[src/rtl/uart_brk_rx_pkg.sv]
package uart_brk_rx_pkg;
    typedef enum logic [2:0] {
        ST_IDLE,
        ST_START,
        ST_DATA,
        ST_STOP,
        ST_LINE_WAIT
    } rx_state_e;
endpackage

[src/rtl/rx_maj_voter.sv]
// Synchronises the line and votes over the last three samples.
module rx_maj_voter #(
    parameter int SYNC_STAGES = 2
) (
    input  logic clk,
    input  logic rst_n,
    input  logic samp_tick,
    input  logic rxd,
    output logic rx_s,
    output logic maj
);
    logic [SYNC_STAGES-1:0] sync_q;
    logic [1:0]             hist_q;

    always_ff @(posedge clk or negedge rst_n) begin
        if (!rst_n) begin
            sync_q <= '1;
        end else begin
            sync_q <= {sync_q[SYNC_STAGES-2:0], rxd};
        end
    end

    assign rx_s = sync_q[SYNC_STAGES-1];

    always_ff @(posedge clk or negedge rst_n) begin
        if (!rst_n) begin
            hist_q <= 2'b11;
        end else if (samp_tick) begin
            hist_q <= {hist_q[0], rx_s};
        end
    end

    // two stored samples plus the one being taken now
    assign maj = (hist_q[1] & hist_q[0]) | (hist_q[1] & rx_s) | (hist_q[0] & rx_s);
endmodule

[src/rtl/rx_zero_run.sv]
// Saturating count of consecutive low bit decisions.
module rx_zero_run #(
    parameter int ZW = 5
) (
    input  logic          clk,
    input  logic          rst_n,
    input  logic          clr,
    input  logic          bit_valid,
    input  logic          bit_val,
    output logic [ZW-1:0] cnt_inc
);
    logic [ZW-1:0] cnt;

    assign cnt_inc = (cnt == '1) ? cnt : cnt + 1'b1;

    always_ff @(posedge clk or negedge rst_n) begin
        if (!rst_n) begin
            cnt <= '0;
        end else if (clr) begin
            cnt <= '0;
        end else if (bit_valid) begin
            cnt <= bit_val ? '0 : cnt_inc;
        end
    end


    zero_sat_chk: assert property (@(posedge clk) disable iff (!rst_n)
        (!clr && bit_valid && !bit_val && cnt == '1) |=> (cnt == '1));
endmodule

[src/rtl/rx_par_chk.sv]
module rx_par_chk #(
    parameter int DW = 9
) (
    input  logic [DW-1:0] bits,
    input  logic          par_en,
    input  logic          par_odd,
    output logic          perr
);
    assign perr = par_en && ((^bits) != par_odd);
endmodule

[src/rtl/uart_brk_rx.sv]
module uart_brk_rx
    import uart_brk_rx_pkg::*;
#(
    parameter int OVS = 16,
    parameter int DW  = 9
) (
    input  logic          clk,
    input  logic          rst_n,
    input  logic          samp_tick,
    input  logic          rxd,
    input  logic          nine_bit_sel,
    input  logic          par_en,
    input  logic          par_odd,
    input  logic          brk_en,
    input  logic          brk_clr,
    input  logic          rd_ack,
    output logic [DW-1:0] rx_data,
    output logic          rx_full,
    output logic          frm_err,
    output logic          par_err,
    output logic          brk_flag
);
    localparam int PW     = $clog2(OVS);
    localparam int BIDX_W = $clog2(DW);
    localparam int ZW     = $clog2(DW + 3) + 1;
    localparam int DEC_PH = OVS / 2 + 1;

    rx_state_e st, nxt;

    logic [PW-1:0]     ph, ph_nxt;
    logic [BIDX_W-1:0] bit_idx, last_idx;
    logic [DW-1:0]     shreg;
    logic [ZW-1:0]     cnt_inc, thr;
    logic              rx_s, maj, dec, brk_hit, perr, store, brk_set;

    rx_maj_voter #(.SYNC_STAGES(2)) u_vote (
        .clk(clk), .rst_n(rst_n), .samp_tick(samp_tick),
        .rxd(rxd), .rx_s(rx_s), .maj(maj)
    );

    rx_zero_run #(.ZW(ZW)) u_zrun (
        .clk(clk), .rst_n(rst_n), .clr(st == ST_IDLE),
        .bit_valid(dec), .bit_val(maj), .cnt_inc(cnt_inc)
    );

    rx_par_chk #(.DW(DW)) u_par (
        .bits(shreg), .par_en(par_en), .par_odd(par_odd), .perr(perr)
    );

    assign last_idx = nine_bit_sel ? BIDX_W'(DW - 1) : BIDX_W'(DW - 2);
    assign thr      = nine_bit_sel ? ZW'(DW + 2) : ZW'(DW + 1);
    assign ph_nxt   = (ph == PW'(OVS - 1)) ? '0 : ph + 1'b1;
    assign dec      = samp_tick && (ph == PW'(DEC_PH)) && (st != ST_IDLE);
    assign brk_hit  = dec && !maj && (cnt_inc == thr);
    assign store    = (st == ST_STOP) && dec && !(brk_en && brk_hit);
    assign brk_set  = brk_en && brk_hit && ((st == ST_STOP) || (st == ST_LINE_WAIT));

    // state register
    always_ff @(posedge clk or negedge rst_n) begin
        if (!rst_n) st <= ST_IDLE;
        else        st <= nxt;
    end

    // transitions
    always_comb begin
        nxt = st;
        unique case (st)
            ST_IDLE:      if (samp_tick && !rx_s) nxt = ST_START;
            ST_START:     if (dec) nxt = maj ? ST_IDLE : ST_DATA;
            ST_DATA:      if (dec && bit_idx == last_idx) nxt = ST_STOP;
            ST_STOP:      if (dec) nxt = maj ? ST_IDLE : ST_LINE_WAIT;
            ST_LINE_WAIT: if (dec && maj) nxt = ST_IDLE;
            default:      nxt = ST_IDLE;
        endcase
    end

    // datapath and outputs
    always_ff @(posedge clk or negedge rst_n) begin
        if (!rst_n) begin
            ph       <= '0;
            bit_idx  <= '0;
            shreg    <= '0;
            rx_data  <= '0;
            rx_full  <= 1'b0;
            frm_err  <= 1'b0;
            par_err  <= 1'b0;
            brk_flag <= 1'b0;
        end else begin
            if (st == ST_IDLE) begin
                if (samp_tick && !rx_s) ph <= PW'(1);
            end else if (samp_tick) begin
                ph <= ph_nxt;
            end
            if (st == ST_START && dec) begin
                shreg   <= '0;
                bit_idx <= '0;
            end
            if (st == ST_DATA && dec) begin
                shreg[bit_idx] <= maj;
                bit_idx        <= bit_idx + 1'b1;
            end
            if (rd_ack) rx_full <= 1'b0;
            if (store) begin
                rx_data <= shreg;
                rx_full <= 1'b1;
                frm_err <= !maj;
                par_err <= perr;
            end
            if (brk_set)      brk_flag <= 1'b1;
            else if (brk_clr) brk_flag <= 1'b0;
        end
    end


    full_src_chk: assert property (@(posedge clk) disable iff (!rst_n)
        $rose(rx_full) |-> $past(st == ST_STOP));

    good_stop_chk: assert property (@(posedge clk) disable iff (!rst_n)
        (st == ST_STOP && dec && maj) |=> (rx_full && !frm_err));

    supp_frame_chk: assert property (@(posedge clk) disable iff (!rst_n)
        (st == ST_STOP && dec && brk_en && brk_hit) |=> ($stable(rx_data) && $stable(frm_err) && brk_flag));

    brk_gate_chk: assert property (@(posedge clk) disable iff (!rst_n)
        $rose(brk_flag) |-> $past(brk_en));

    sticky_brk_chk: assert property (@(posedge clk) disable iff (!rst_n)
        (brk_flag && !brk_clr) |=> brk_flag);
endmodule

[config.mk]
export PLATFORM = sky130hd
export DESIGN_NAME = uart_brk_rx
export DESIGN_NICKNAME = d
export VERILOG_FILES = /design/src/rtl/uart_brk_rx_pkg.sv /design/src/rtl/rx_maj_voter.sv /design/src/rtl/rx_zero_run.sv /design/src/rtl/rx_par_chk.sv /design/src/rtl/uart_brk_rx.sv
export SDC_FILE = /design/constraint.sdc
export NUM_CORES = 1
export LEC_CHECK = 0
export ABC_AREA = 1
export BUFFER_PORTS_ARGS = -buffer_cell sky130_fd_sc_hd__buf_2
export CAP_MARGIN = 10
export CORE_UTILIZATION = 58
export DETAILED_ROUTE_END_ITERATION = 16
export PLACE_DENSITY = 0.79
export SLEW_MARGIN = 30
export SYNTH_ARGS = -nofsm -noshare
export SYNTH_HDL_FRONTEND = slang
export SYNTH_SLANG_ARGS = --single-unit
[constraint.sdc]
create_clock -name clk -period 1.9 [get_ports clk]
set_input_delay 0.285 -clock clk [delete_from_list [all_inputs] [get_ports clk]]
set_output_delay 0.285 -clock clk [all_outputs]
set_load 0.005 [all_outputs]
==> results.tsv <==
stage	metric	value	unit
timing	Slew @ Worst Pin	0.441	ns
cells_and_area	diode count	0	
synthesis	Seq/Total Area, Yosys	46.6	%
die	number of cell rows	22	
die	Die W	64.5	µm
cells_and_area	fillers	300	
timing	period utilization	93.2	%
critical_path	WS Path Type	register to register	
timing	Max Clock Skew	0.00422	ns
die	Initial Util	61.0	%
worst_hold_path	Hold Path Class	input port to register	
placement	DP HPWL	3.32	mm
job	max-cap violations	0	
global_route	initial antenna violation count	0	
timing	post-layout min period	1.77	ns
die	Die Area	4160	µm²
route	Via density	5.30	
timing	Total Negative Setup Slacks	0	ns
die	Die H	64.5	µm
cells_and_area	final net count	334	
global_route	first-pass GRT wire length	7.73	mm
critical_path	Data required, critical path	2.07	ns
timing	Rel. slew slack	70.6	%
synthesis	largest family of logic cells by synthesized area	simple AND/OR/NAND/NOR gates	
clock_tree	CTS Buf Count	5	
synthesis	ranking of synthesized cells by area	dfrtp_1 (42%), nand2_1 (14%), inv_1 (6.8%), nand3_1 (6.0%), dfstp_2 (4.6%)	
power_and_ir_drop	Lkg Pwr	1.36	nW
clock_tree	clock root buffer master	clkbuf_8	
power_and_ir_drop	final total power	2.59	mW
synthesis	async set or reset register ratio after synthesis	100	%
timing	fmax	565	MHz
synthesis	Post-Synth Adder-Cell Area	3.87	%
route	DRC viols	0	
global_route	largest net degree at the start of global routing	26	
timing	RSZ-0062 raised after global routing	no	
synthesis	Synth area leader	dfrtp_1	
global_route	Tot GR Track Use	24.4	%
clock_tree	Longest Clk Path Bufs	2	
synthesis	EDFF count, synth	0	
cells_and_area	fin cells	366	
synthesis	Post-Synth Simple-Gate Area	29.9	%
placement	I/O Buffers	22	
route	1st-iter DRT viols	156	
power_and_ir_drop	Max IR drop VDD	0.707	mV
critical_path	WP data arrival	1.94	ns
power_and_ir_drop	P per Cell Area	1010	nW/µm²
critical_path	crit-path max FO	12	
global_route	vias in the first global route	1856	
cells_and_area	layout cell share with drive strength beyond 1	17.0	%
run_status	outcome	finished clean	
synthesis	Synth Flop Type	dfrtp_1	
synthesis	most frequent cell after synthesis	nand2_1	
synthesis	synth warn	0	
synthesis	syn_nets	304	
die	IO Count	23	
cells_and_area	post-layout util	69.3	%
synthesis	Seq cells post-synth	42	
route	routed via count	1939	
critical_path	Reg2Reg Launch Point	ph[1]	
timing	setup violators final	0	
synthesis	post-synthesis mux area share	0.442	%
clock_tree	clk_lat worst skew	0.29	ns
synthesis	Synth Cell Area	2270	µm²
placement	Routability Congestion	0.851	
synthesis	top post-synthesis cells by count	nand2_1 (82), inv_1 (41), dfrtp_1 (38)	
synthesis	post-synth top area share	42.0	%
clock_tree	CTS tree	done	
synthesis	Post-Synth XOR/XNOR Area	0.773	%
timing	Max Slew Vio Count	0	
synthesis	Compound-Gate Fraction of Synth Area	9.88	%
critical_path	CP startpoint kind	register	
route	drt wl/cell	11.8	µm
route	drt total wl	4.33	mm
synthesis	cells after synthesis	287	
clock_tree	CTS sink cnt	42	
clock_tree	clk slew on worst S/H paths	0.08	ns
critical_path	crit path from	ph[1]	
global_route	total grt overflow	0	
die	Core Region	3720	µm²
timing	Hold Vio Cnt, Final	0	
worst_hold_path	Worst Hold Launch	rxd	
synthesis	Mean Syn Cell Area	7.90	µm²
critical_path	element type at the critical path end	register	
clock_tree	CTS H-tree lvls	2	
placement	Placed Instances	357	
synthesis	Yosys cell types	32	
route	Detail Route Antenna Nets	0	
cells_and_area	Layout area overhead	13.6	%
route	drt first pass iters	4	
clock_tree	post-CTS setup buffers	0	
==> final timing paths <==
path,depth (start not counted),endpoint,slack [ns]
setup / recovery,10,rx_full,0.13
hold / removal,1,u_vote.sync_q[0],0.09
setup reg to reg,10,rx_full,0.13
hold reg to reg,0,u_vote.sync_q[1],0.36
max in group asynchronous,3,shreg[1],0.97
min in group asynchronous,2,u_zrun.cnt[4],0.46
==> metrics by stage <==
step                hold WS [ns]  instance area [µm²]  worst slack [ns]
finish                    0.0853                 2570             0.129
floorplan                -0.0106                 2270             0.320
global placement           0.249                 2450             0.160
global route              0.0652                 2570            0.0154
CTS                       0.0776                 2570            0.0798
detailed placement         0.257                 2450             0.105
==> layout make-up <==
class / count / area (µm²) / area share [%]
Inverter: 42 / 158 / 6.13
Clock inverter: 3 / 40.0 / 1.56
Timing Repair Buffer: 28 / 170 / 6.61
Tap cell: 48 / 60.1 / 2.33
Sequential cell: 42 / 1060 / 41.0
Multi-Input combinational cell: 198 / 1020 / 39.7
Clock buffer: 5 / 68.8 / 2.67
==> kinds of logic after synthesis <==
group / Yosys count
AOI/OAI and AO/OA: 40
xor gates and xnor gates: 2
adders and majority gates: 7
buffers and inverters: 47
DFF: 42
muxes: 1
and+or+nand+nor: 148
==> cell usage in the layout, fill, tap and decap left out, drive strengths merged <==
cell         count
nand3           29
dlygate4sd3      1
o2111ai          1
nand3b           2
o31ai            1
o22ai            4
inv             42
o21ai           19
dfrtp           38
clkbuf           5
a31oi            1
ha               7
a22oi            2
mux2i            1
xor2             2
o21bai           1
bufinv           1
a21oi           11
nor3             3
buf             27
nand4            3
clkinv           2
dfstp            4
nand2           86
nor2            25
==> routing by layer <==
| metal | routed length, µm | track usage (%) |
|---|---|---|
| met5 | 0 | 0 |
| met1 | 2000 | 29.7 |
| met2 | 2120 | 40.4 |
| met3 | 131 | 7.75 |
| met4 | 78 | 9.17 |
==> critical path, stage by stage, from the launching register on <==
cell     delay (ns)
dfrtp_1        0.42
inv_1          0.09
ha_1           0.16
nand2_2        0.09
nor2_8         0.16
nand3_4        0.12
nor2_2         0.13
nand2_2        0.07
o21ai_2        0.12
buf_4          0.18
o21ai_0        0.10
==> repair_timing <==
item / 4_1_cts / 5_1_grt
hold endpoints to repair: 13 / 0
setup endpoints to repair: 0 / 12
hold buffers: 1 / 0
gates resized for setup: 0 / 2
==> registers in the layout, indices dropped and copies added (netlist names) <==
register	flops
brk_flag	1
u_vote.hist_q	2
u_vote.sync_q	2
st	3
rx_full	1
rx_data	9
u_zrun.cnt	5
bit_idx	4
frm_err	1
shreg	9
par_err	1
ph	4
==> power by group <==
group	internal (mW)	switching, mW	total (mW)
logic	0.255	0.498	0.752
clock network	0.387	0.300	0.687
registers	1.03	0.127	1.15
Power figures use the tool's default switching activity.
